===== src/rtl/lane_interleave_pkg.sv =====
package lane_interleave_pkg;
  // Number of legal lane sizes: 1, 2 and 4 bytes (8 << code bits)
  localparam int NUM_SIZES = 3;
  localparam int CODE_W = 2;

  // Strobes from control to datapath
  typedef struct packed {
    logic                 load;
    logic                 upper;
    logic [NUM_SIZES-1:0] sizeOneHot;
  } ilv_ctrl_t;
endpackage


===== src/rtl/ilv_ctrl.sv =====
module ilv_ctrl
  import lane_interleave_pkg::*;
(
  input  logic              clk,
  input  logic              rst,
  input  logic              inValid,
  input  logic [CODE_W-1:0] laneSize,
  input  logic              upperHalf,
  output ilv_ctrl_t         ctrl,
  output logic              outValid,
  output logic              sizeError
);
  logic [NUM_SIZES-1:0] oneHot;
  logic illegal;

  // One decode bit per legal size code
  generate
    for (genvar k = 0; k < NUM_SIZES; k++) begin : g_dec
      assign oneHot[k] = (laneSize == CODE_W'(k));
    end
  endgenerate

  assign illegal = ~|oneHot;

  always_comb begin
    ctrl.load       = inValid;
    ctrl.upper      = upperHalf;
    ctrl.sizeOneHot = oneHot;
  end

  always_ff @(posedge clk) begin
    if (rst) begin
      outValid  <= 1'b0;
      sizeError <= 1'b0;
    end else begin
      outValid <= inValid;
      if (inValid) sizeError <= illegal;
    end
  end
endmodule


===== src/rtl/ilv_datapath.sv =====
module ilv_datapath
  import lane_interleave_pkg::*;
#(
  parameter int DATA_W = 64
) (
  input  logic              clk,
  input  logic              rst,
  input  ilv_ctrl_t         ctrl,
  input  logic [DATA_W-1:0] srcA,
  input  logic [DATA_W-1:0] srcB,
  output logic [DATA_W-1:0] result
);
  logic [DATA_W-1:0] perSize [NUM_SIZES];
  logic [DATA_W-1:0] nextResult;

  // One interleave network for each legal lane width
  generate
    for (genvar k = 0; k < NUM_SIZES; k++) begin : g_size
      localparam int LB    = 8 << k;
      localparam int LANES = DATA_W / LB;
      localparam int PAIRS = LANES / 2;

      logic [DATA_W-1:0] loWord;
      logic [DATA_W-1:0] hiWord;

      for (genvar i = 0; i < PAIRS; i++) begin : g_pair
        assign loWord[(2*i)*LB   +: LB] = srcA[i*LB +: LB];
        assign loWord[(2*i+1)*LB +: LB] = srcB[i*LB +: LB];
        assign hiWord[(2*i)*LB   +: LB] = srcA[(i+PAIRS)*LB +: LB];
        assign hiWord[(2*i+1)*LB +: LB] = srcB[(i+PAIRS)*LB +: LB];
      end

      assign perSize[k] = ctrl.upper ? hiWord : loWord;
    end
  endgenerate

  // AND-OR select; an illegal code selects nothing and yields zero
  always_comb begin
    nextResult = '0;
    for (int k = 0; k < NUM_SIZES; k++) begin
      if (ctrl.sizeOneHot[k]) nextResult = nextResult | perSize[k];
    end
  end

  always_ff @(posedge clk) begin
    if (rst)            result <= '0;
    else if (ctrl.load) result <= nextResult;
  end
endmodule


===== src/rtl/lane_interleave.sv =====
module lane_interleave
  import lane_interleave_pkg::*;
#(
  parameter int DATA_W = 64
) (
  input  logic              clk,
  input  logic              rst,
  input  logic              inValid,
  input  logic [DATA_W-1:0] srcA,
  input  logic [DATA_W-1:0] srcB,
  input  logic [CODE_W-1:0] laneSize,
  input  logic              upperHalf,
  output logic              outValid,
  output logic [DATA_W-1:0] result,
  output logic              sizeError
);
  ilv_ctrl_t ctrl;

  ilv_ctrl ctrl_i (
    .clk(clk), .rst(rst), .inValid(inValid), .laneSize(laneSize),
    .upperHalf(upperHalf), .ctrl(ctrl), .outValid(outValid),
    .sizeError(sizeError)
  );

  ilv_datapath #(.DATA_W(DATA_W)) dp_i (
    .clk(clk), .rst(rst), .ctrl(ctrl), .srcA(srcA), .srcB(srcB),
    .result(result)
  );
endmodule


===== config.mk =====
export PLATFORM = sky130hd
export DESIGN_NAME = lane_interleave
export DESIGN_NICKNAME = d
export VERILOG_FILES = /design/src/rtl/lane_interleave_pkg.sv /design/src/rtl/ilv_ctrl.sv /design/src/rtl/ilv_datapath.sv /design/src/rtl/lane_interleave.sv
export SDC_FILE = /design/constraint.sdc
export NUM_CORES = 1
export LEC_CHECK = 0
export BUFFER_PORTS_ARGS = -buffer_cell sky130_fd_sc_hd__clkbuf_2
export CORE_MARGIN = 4
export CORE_UTILIZATION = 45
export CTS_CLUSTER_DIAMETER = 200
export DETAILED_ROUTE_END_ITERATION = 8
export PLACE_DENSITY = 0.77
export SLEW_MARGIN = 40
export SYNTH_ARGS = -nofsm -noshare
export SYNTH_HDL_FRONTEND = slang
export SYNTH_SLANG_ARGS = --single-unit

===== constraint.sdc =====
create_clock -name clk -period 1.6 [get_ports clk]
set_clock_uncertainty 0.15 [all_clocks]
set_input_delay 0.24 -clock clk [delete_from_list [all_inputs] [get_ports clk]]
set_output_delay 0.24 -clock clk [all_outputs]
set_load 0.01 [all_outputs]

# After elaboration in Yosys (flattened, before gate mapping)
# Index checks and enable logic that the tools add are counted.
# word_totals
register_bits	66
inputBits	134
out_inout_bits	66
# op_classes
eq_ne	2
muxes	6
bitwise_logic	2
n_reduce_logical	3
# ops
cell	n
$mux W64	6
$or A64 B64 Y64	2
$reduce_or A3 Y1	1
$eq A2 B1 Y1 const B	1
$eq A2 B2 Y1 const B	1
$logic_not A2 Y1	1
$logic_not A1 Y1	1

# Depth between registers and ports, before layout
# Gate-level depths: netlist of the first run.
# logic_depth
ltp_word	6
mapped_depth	6
mapped_depth_nobuf	3

# Modules after synthesis
# A second synthesis of the first run with hierarchy kept.
# hier_totals
cells_unflattened	391
area_unflattened_um2	4000.1
# by_module_without_submodules
mod	instances	cells_each	area_each_um2	seq_area_each_um2
ilv_datapath	1	380	3897.5	1281.2
ilv_ctrl	1	11	102.6	40.0

# Worst setup path before layout of the first run
# OpenSTA, ideal clock, no wires.
# synth_path
path_type	input-to-reg
start	input port upperHalf
end	register dp_i.result[46]
arrival_ps	1150
required_time_ps	1312
setup_slack_ps	162
cell_stages	5
cell_sequence	buf_6 buf_4 mux2_2 a222oi_1 a211oi_1
# synth_via
elab_chain_len	6
# synth_lines
item	line	rtl
start: declaration	lane_interleave.sv:12	input logic upperHalf,
$mux W64	ilv_datapath.sv:33	assign perSize[k] = ctrl.upper ? hiWord : loWord;
$mux W64	ilv_datapath.sv:41	if (ctrl.sizeOneHot[k]) nextResult = nextResult | perSize[k];
$or A64 B64 Y64	ilv_datapath.sv:41	
$mux W64	ilv_datapath.sv:41	
$or A64 B64 Y64	ilv_datapath.sv:41	
$mux W64 *	ilv_datapath.sv:41	
end signal: assignment	ilv_datapath.sv:47	else if (ctrl.load) result <= nextResult;
end: declaration	ilv_datapath.sv:11	output logic [DATA_W-1:0] result
# Mark *: on every way between the ends. The rest lies on a longest branch, timed or not.
# A chain may end at the register's enable or synchronous reset.

# Final worst setup path of the first run
# layout_path
start	input port laneSize[0]
end	register dp_i.result[45]
# layout_via
elab_chain_len	6
# layout_lines
item	line	rtl
start: declaration	lane_interleave.sv:11	input logic [CODE_W-1:0] laneSize,
$logic_not A2 Y1	ilv_ctrl.sv:19	assign oneHot[k] = (laneSize == CODE_W'(k));
$mux W64	ilv_datapath.sv:41	
$or A64 B64 Y64	ilv_datapath.sv:41	
$mux W64	ilv_datapath.sv:41	
$or A64 B64 Y64	ilv_datapath.sv:41	
$mux W64 *	ilv_datapath.sv:41	
# Marks and branches as above.

==> results of run 1 <==
cells in the final DEF, fill, tap and decap left out, drive strengths merged, types with 3 or more instances in the layout:
cell type / count
inv: 4
a222oi: 6
a21oi: 16
buf: 37
clkbuf: 207
nor3: 17
mux2: 59
nor2b: 16
o221a: 16
a2bb2oi: 4
o211ai: 10
nor3b: 5
a22oi: 16
a211oi: 26
o21a: 8
nor2: 62
mux2i: 39
nand3b: 10
dfxtp: 66
a31o: 5
and2b: 3
final cells by class:
type | instances | area share (%)
tap | 129 | 2.77
timing repair buffer | 234 | 24.2
sequential | 66 | 22.7
clock buffer | 10 | 2.36
inverter | 4 | 0.343
multi-input combinational | 329 | 46.7
clock inverter | 5 | 0.944
metrics by stage:
stage | power, µW | setup WS [ps] | hold WS (ps)
after detailed placement | 3120 | -102 | 318
after global placement | 3080 | -4.18 | 313
after CTS | 4530 | 248 | 105
after floorplan | 2620 | 162 | 303
final | 4490 | 244 | 118
after global routing | 4730 | 223 | 122
cell families after synthesis:
family	synth area share [%]
AOI/OAI and AO/OA	21.6
xor gates and xnor gates	0.371
buffers and inverters	7.82
DFF	30.1
muxes	25.2
and+or+nand+nor	14.8
state kept, by name, summed over array words and instances, names as in the netlist:
signal	count
ctrl_i.outValid	1
dp_i.result	64
ctrl_i.sizeError	1
worst paths after layout:
kind / from / end / slack, ps / depth (start not counted)
max: laneSize[0] / dp_i.result[45]$_SDFFE_PP0P_ / 240 / 5
min: srcB[58] / dp_i.result[58]$_SDFFE_PP0P_ / 120 / 4
max reg2reg: dp_i.result[60]$_SDFFE_PP0P_ / dp_i.result[60]$_SDFFE_PP0P_ / 660 / 3
min reg2reg: ctrl_i.sizeError$_SDFFE_PP0P_ / ctrl_i.sizeError$_SDFFE_PP0P_ / 330 / 2
worst max-delay path: stages:
cell	delay [ps]
clkbuf_2	110
buf_12	180
mux2_2	360
a222oi_1	390
a211oi_1	120
power groups by stage:
stage / sequential [µW] / combinational [µW] / clock (µW)
after floorplan: 1900 / 713 / 0
after global placement: 1850 / 1230 / 0
after detailed placement: 1860 / 1270 / 0
after CTS: 1820 / 1270 / 1430
after global routing: 1830 / 1380 / 1520
final: 1820 / 1270 / 1400
routing by layer:
metal	track usage [%]	vias to the layer above	wire, µm
met4	7.85	0	229
met2	39.2	173	6610
met5	0	-	0
met1	28.2	2019	5520
met3	5.66	22	1070
li1	-	2068	-
Yosys cell counts:
| library cell | n | area [µm²] |
|---|---|---|
| a211oi_1 | 18 | 135 |
| inv_1 | 3 | 11.3 |
| buf_1 | 1 | 3.75 |
| mux4_1 | 2 | 52.6 |
| a222oi_1 | 6 | 60.1 |
| mux2i_1 | 39 | 390 |
| dfxtp_1 | 66 | 1320 |
| clkbuf_1 | 19 | 71.3 |
| and2b_1 | 3 | 22.5 |
| a22oi_1 | 16 | 120 |
| nor2_1 | 61 | 229 |
| xnor2_2 | 1 | 16.3 |
| buf_2 | 6 | 30.0 |
| buf_12 | 3 | 60.1 |
| nor2_2 | 1 | 6.26 |
| o211ai_1 | 10 | 75.1 |
| a21boi_4 | 1 | 18.8 |
| inv_6 | 1 | 8.76 |
| a32oi_1 | 1 | 8.76 |
| o221a_2 | 15 | 169 |
| or2_1 | 1 | 6.26 |
| nor2b_1 | 16 | 100 |
| a31o_2 | 5 | 43.8 |
| a21oi_1 | 16 | 80.1 |
| mux2_2 | 59 | 664 |
| o221a_1 | 1 | 11.3 |
| nor3_1 | 2 | 10.0 |
| nor3b_1 | 5 | 37.5 |
| a2bb2oi_1 | 4 | 35.0 |
| nor3_2 | 15 | 150 |
| a311oi_2 | 1 | 15.0 |
| nand2b_1 | 2 | 12.5 |
| nand3b_1 | 10 | 75.1 |
| buf_8 | 1 | 15.0 |
| a21boi_0 | 1 | 7.51 |
| buf_4 | 7 | 52.6 |
| o21a_1 | 8 | 60.1 |
| a211o_1 | 1 | 8.76 |
| a211oi_2 | 8 | 100 |
| buf_6 | 8 | 90.1 |
==> results.toml, run 1 <==
[power]
power_frac_clock_pct = 31.2
sequentialPowerShare_pct = 40.5
p_comb_share_pct = 28.2
vdd_drop_max_mv = 0.459
p_sw_share_pct = 29.8
internal_power_uw = 3150
p_leak_uw = 0.00268
powerDensity_nw_per_um2 = 770
switchingPower_uw = 1340

[global_routing]
grt_antenna_before_repair = 0
grt_first_pass_wirelength_um = 21300
grt_pass1_vias = 4350
grt_overflow = 0
grt_use_total_pct = 23.0
grt_max_degree = 49

[detailed_routing]
dr.pass1.iters = 4
first_iter_violations = 212
via_per_inst = 5.51
routed_wl_um = 13400
drc = 0
routedWlPerCell_um = 17.3
ant_nets = 0
vias = 4282

[timing]
setup_viol = 0
maxClockFrequency_mhz = 737
period_share_pct = 84.8
drv_slew = 0
hold_violations = 0
fin_crit_ps = 1360
tightest_slew_ps = 377
grt_setup_unrepaired = "false"
relSlewSlack_pct = 74.9
setup-tns-final_ps = 0

[clocking]
cts_buffers = 9
hold_buffers = 0
clockBufferDepth = 2
htree_levels = 3
numClockSinks = 66
clockRootBuffer = "clkbuf_8"
clkLatencyLatePin_ps = 330
clk_pin_slew_worst_paths_ps = 80
cts_tree = "built"
cts_setup_buffers = 0
cts_repair_resize_count = 0

[yosys]
yosysWarnings = 0
synth-seq-cells = 66
syn-num-nets = 578
syn_avg_cell_area_um2 = 9.88
ys_types = 40
synthCells = 444
syn_area_um2 = 4390
synth-seq-area-share_pct = 30.1

[finish]
instances_no_fill = 777
seq_area_um2 = 1320
drive_gt1_share_pct = 54.9
syn2layout_area_growth_pct = 33.0
final_cell_area_um2 = 5830
n_antenna_cell = 0
fin_nets = 778
multiInputGateArea_um2 = 2720
nFillCells = 810
post-route-util_pct = 62.2

[outcome]
run_status = "finished, final reports clean"

[worst_setup_path]
path_class = "in2reg"
critPathMaxFanout = 24
worstPathArrival_ps = 1410
worstSetupStartpointType = "input port"
cp-end-kind = "flip-flop"
required_ps = 1650

[job]
drv_cap = 0

[placed_design]
port_buffers = 199
place_inst = 762
placedInstanceArea_um2 = 5640
dp_hpwl_um = 10600
place.gp.congestion = 0.980

[die]
die_w_um = 107
die_height_um = 107
fp.coreArea_um2 = 9370
top_level_ports = 200
rows = 35
dieArea_um2 = 11400
start_util_pct = 46.8

[worst_hold_path]
min_path_type = "in2reg"
Power figures use the tool's default switching activity.
==> inputs of run 2 (changes only) <==
- CORE_UTILIZATION: 45 -> 43
- clock period: 1.6 -> 1.2 ns (I/O delays scaled with it)
==> results.toml, run 2 (synthesis gave the netlist of run 1 again) <==
[timing]
fin_crit_ps = 1170
maxClockFrequency_mhz = 856
setup-tns-final_ps = 0
hold_violations = 0
tightest_slew_ps = 392
grt_setup_unrepaired = "false"
relSlewSlack_pct = 73.8
period_share_pct = 97.4
setup_viol = 0
drv_slew = 0

[worst_setup_path]
cp-end-kind = "primary output"
critPathBufInv = 1
reg2reg_depth = 2
critPathMaxFanout = 2
crit_path_cell_trace = "clkbuf_2"
r2r_slack_ps = 280
cp_slowest_cell = "dfxtp_2"
worst_r2r_startpoint = "dp_i.result[52]$_SDFFE_PP0P_"
path_class = "reg2out"
timing.rr.end = "dp_i.result[52]$_SDFFE_PP0P_"
worstPathArrival_ps = 840
cp_slowest_stage_delay_ps = 350
cp_top_family = "flip-flops"
worstSetupStartpointType = "flip-flop"
required_ps = 870

[power]
p_sw_share_pct = 29.9
p_leak_uw = 0.00288
switchingPower_uw = 1840
vdd_drop_max_mv = 0.591
p_comb_share_pct = 29.8
internal_power_uw = 4310
power_frac_clock_pct = 30.4
sequentialPowerShare_pct = 39.8
powerDensity_nw_per_um2 = 997

[clocking]
clockRootBuffer = "clkbuf_8"
cts_tree = "built"
clockBufferDepth = 2
clkLatencyLatePin_ps = 340
htree_levels = 3
numClockSinks = 66
cts_buffers = 9
clk_pin_slew_worst_paths_ps = 80

[detailed_routing]
ant_nets = 0
drc = 0
routedWlPerCell_um = 18.0
first_iter_violations = 263
via_per_inst = 5.54
vias = 4460
dr.pass1.iters = 5
routed_wl_um = 14500

[worst_hold_path]
min-delay-start = "srcA[6]"
min_path_type = "in2reg"
whs_path_depth = 4
min_to = "dp_i.result[6]$_SDFFE_PP0P_"

[finish]
post-route-util_pct = 62.5
nFillCells = 830
instances_no_fill = 805
final_common_cell = "clkbuf_2"
multiInputGateArea_um2 = 2820
largest_reg_flops = 64
final_cell_mix = "clkbuf_2, nor2_1, buf_4"
drive_gt1_share_pct = 61.5
n_antenna_cell = 0
seq_area_um2 = 1350
top_regs = "dp_i.result (64), ctrl_i.outValid (1), ctrl_i.sizeError (1)"
fin_nets = 802
regMostFlops = "dp_i.result"
syn2layout_area_growth_pct = 40.7
final_cell_area_um2 = 6170

[die]
die_height_um = 109
top_level_ports = 200
start_util_pct = 44.5
die_w_um = 109
dieArea_um2 = 11900
fp.coreArea_um2 = 9860
rows = 36

[placed_design]
place_inst = 788
port_buffers = 199
dp_hpwl_um = 11200
placedInstanceArea_um2 = 5840
place.gp.congestion = 0.939

[global_routing]
grt_max_degree = 37
grt_first_pass_wirelength_um = 21700
grt_overflow = 0
grt_use_total_pct = 23.3
grt_antenna_before_repair = 0
grt_pass1_vias = 4350

[job]
drv_cap = 0

[outcome]
run_status = "finished, final reports clean"
run 2: cell types whose count changed in the layout (fill, tap and decap cells not counted), moves of 2 or more:
| cell | previous run | this run |
|---|---|---|
| buf_4 | 25 | 50 |
| dfxtp_1 | 66 | 43 |
| a22oi_1 | 16 | 8 |
| mux2_2 | 59 | 46 |
| a22oi_2 | 0 | 8 |
| mux2_4 | 0 | 13 |
| clkbuf_16 | 0 | 2 |
| dfxtp_2 | 0 | 23 |
| clkbuf_2 | 197 | 188 |
| clkinvlp_4 | 2 | 0 |
| buf_12 | 12 | 7 |
| buf_6 | 0 | 8 |
run 2: power groups by stage:
stage | registers (µW) | logic (µW) | clock network (µW)
2_1_floorplan | 2540 | 1020 | 0
3_3_place_gp | 2480 | 1740 | 0
3_5_place_dp | 2480 | 1780 | 0
4_1_cts | 2430 | 1790 | 1940
5_1_grt | 2460 | 1980 | 2000
6_report | 2450 | 1830 | 1870
run 2: how the worst max path moves through the flow:
stage | cells past startpoint | startpoint | endpoint
after global routing | 1 | dp_i.result[15]$_SDFFE_PP0P_ | result[15]
after CTS | 5 | laneSize[0] | dp_i.result[47]$_SDFFE_PP0P_
after global placement | 6 | laneSize[1] | dp_i.result[13]$_SDFFE_PP0P_
final | 1 | dp_i.result[46]$_SDFFE_PP0P_ | result[46]
after detailed placement | 6 | laneSize[0] | dp_i.result[20]$_SDFFE_PP0P_
after floorplan | 5 | upperHalf | dp_i.result[42]$_SDFFE_PP0P_
run 2: through the flow:
| stage | total power (µW) | hold WS [ps] | worst slack (ps) |
|---|---|---|---|
| floorplan | 3550 | 242 | -141 |
| global placement | 4210 | 315 | -356 |
| detailed placement | 4260 | 322 | -415 |
| CTS | 6160 | 19.6 | -0.747 |
| global route | 6440 | 56.7 | 0.164 |
| finish | 6150 | 40.2 | 31.5 |
run 2: timing repair:
| action | CTS | global route |
|---|---|---|
| gates cloned | 0 | 2 |
| resized for setup | 11 | 35 |
| endpoints found under the setup margin | 15 | 49 |
| pin swaps | 1 | 4 |
| buffers inserted | 0 | 0 |
| hold buffers | 0 | 0 |
run 2: routing by layer:
layer  GRT usage (%)  wire length (µm)  up-vias
met4            8.03               416        0
met1            27.9              5840     2097
li1                -                 -     2124
met5               0                 0        -
met2            41.1              7170      204
met3            5.21              1070       35
run 2: area by class of cell:
cell class	instances	share of cell area, %
Sequential cell	66	21.9
Clock inverter	5	0.872
Tap cell	133	2.70
Multi-Input combinational cell	329	45.6
Timing Repair Buffer	258	26.3
Inverter	4	0.365
Clock buffer	10	2.23
==> inputs of run 3 (changes only) <==
- HOLD_SLACK_MARGIN: not set -> 0.1
==> results.toml, run 3 (synthesis gave the netlist of run 1 again) <==
[detailed_routing]
drc = 0
ant_nets = 0
routedWlPerCell_um = 19.1
vias = 4711
first_iter_violations = 297
via_per_inst = 5.64
dr.pass1.iters = 5
routed_wl_um = 15900

[power]
switchingPower_uw = 1920
power_frac_clock_pct = 29.9
vdd_drop_max_mv = 0.595
p_comb_share_pct = 31.3
powerDensity_nw_per_um2 = 963
p_sw_share_pct = 30.4
sequentialPowerShare_pct = 38.8
p_leak_uw = 0.00304
internal_power_uw = 4400
total_power_uw = 6310

[finish]
top_regs = "dp_i.result (64), ctrl_i.outValid (1), ctrl_i.sizeError (1)"
final_cell_mix = "clkbuf_2, nor2_1, buf_4"
largest_reg_flops = 64
regMostFlops = "dp_i.result"
syn2layout_area_growth_pct = 49.4
final_cell_area_um2 = 6550
final_common_cell = "clkbuf_2"
drive_gt1_share_pct = 60.7
seq_area_um2 = 1350
nFillCells = 757
multiInputGateArea_um2 = 2870
fin_nets = 832

[timing]
period_share_pct = 104
hold_violations = 0
fin_crit_ps = 1240
layout_setup_ws_ps = -44.8
grt_setup_unrepaired = "true"
maxClockFrequency_mhz = 803
setup_viol = 4
relSlewSlack_pct = 73.9
drv_slew = 0
tightest_slew_ps = 392

[clocking]
htree_levels = 3
clkLatencyLatePin_ps = 350
clk_pin_slew_worst_paths_ps = 70
clockBufferDepth = 2
cts_tree = "built"
cts_buffers = 9
cts_setup_buffers = 0
numClockSinks = 66
clockRootBuffer = "clkbuf_8"

[global_routing]
grt_max_degree = 37
grt_pass1_vias = 4765
grt_use_total_pct = 25.5
grt_overflow = 0
grt_first_pass_wirelength_um = 23500
grt_antenna_before_repair = 0

[placed_design]
placedInstanceArea_um2 = 5840
dp_hpwl_um = 11200
port_buffers = 199
dp_slack_ps = -415
place.gp.congestion = 0.939

[worst_setup_path]
path_class = "in2reg"
critPathMaxFanout = 1
worstPathArrival_ps = 1330
required_ps = 1290
cp-end-kind = "flip-flop"
worstSetupStartpointType = "input port"

[die]
die_height_um = 109
die_w_um = 109
rows = 36
top_level_ports = 200
start_util_pct = 44.5
dieArea_um2 = 11900
fp.coreArea_um2 = 9860

[outcome]
violations = "negative setup slack"
run_status = "finished with violations"

[worst_hold_path]
min_path_type = "in2reg"

[job]
drv_cap = 0
## run 3: path summary, 6_finish.rpt
check,startpoint,to,slack (ps),cells after the start
max,srcA[39],dp_i.result[7]$_SDFFE_PP0P_,-40,5
min,inValid,ctrl_i.outValid$_SDFF_PP0_,150,3
max reg2reg,dp_i.result[61]$_SDFFE_PP0P_,dp_i.result[61]$_SDFFE_PP0P_,200,3
min reg2reg,ctrl_i.sizeError$_SDFFE_PP0P_,ctrl_i.sizeError$_SDFFE_PP0P_,340,2
## run 3: final cells by class
type / instances / share of cell area [%]
Timing Repair Buffer: 288 / 29.7
Multi-Input combinational cell: 329 / 43.9
Tap cell: 133 / 2.54
Clock buffer: 10 / 2.10
Antenna cell: 1 / 0.0382
Sequential cell: 66 / 20.6
Clock inverter: 5 / 0.821
Inverter: 4 / 0.344
## run 3: what timing repair did
action,CTS,global route
endpoints found under the setup margin,15,61
resized for setup,11,56
hold endpoints to repair,16,0
gates cloned,0,2
hold buffers,32,0
pin swaps,1,12
## run 3: layer usage
layer	global-route usage [%]	up-vias	routed length, µm
met5	0	-	0
li1	-	2186	-
met2	44.4	248	7980
met3	5.62	56	1110
met4	14.2	0	646
met1	28.6	2221	6190
## run 3: worst max-delay path: stages
cell and delay [ps]:
dlygate4sd3_1 550, clkbuf_2 110, mux2_2 290, a21oi_2 150
nor2_1 50
## run 3: metrics by stage
stage                     hold WS (ps)  TNS [ps]  util, %  std cells
after global placement             315    -18860     59.2        788
after detailed placement           322    -21060     59.2        788
after CTS                          117    -0.747     64.6        835
final                              146     -94.6     66.4        836
after global routing               141      -122     66.4        835
after floorplan                    242     -5830        -        444
## run 3: power groups by stage
stage	combinational, µW	sequential, µW	clock [µW]
2_1_floorplan	1020	2540	0
3_3_place_gp	1740	2480	0
3_5_place_dp	1780	2480	0
5_1_grt	2110	2460	2010
4_1_cts	1870	2430	1940
6_report	1970	2450	1890
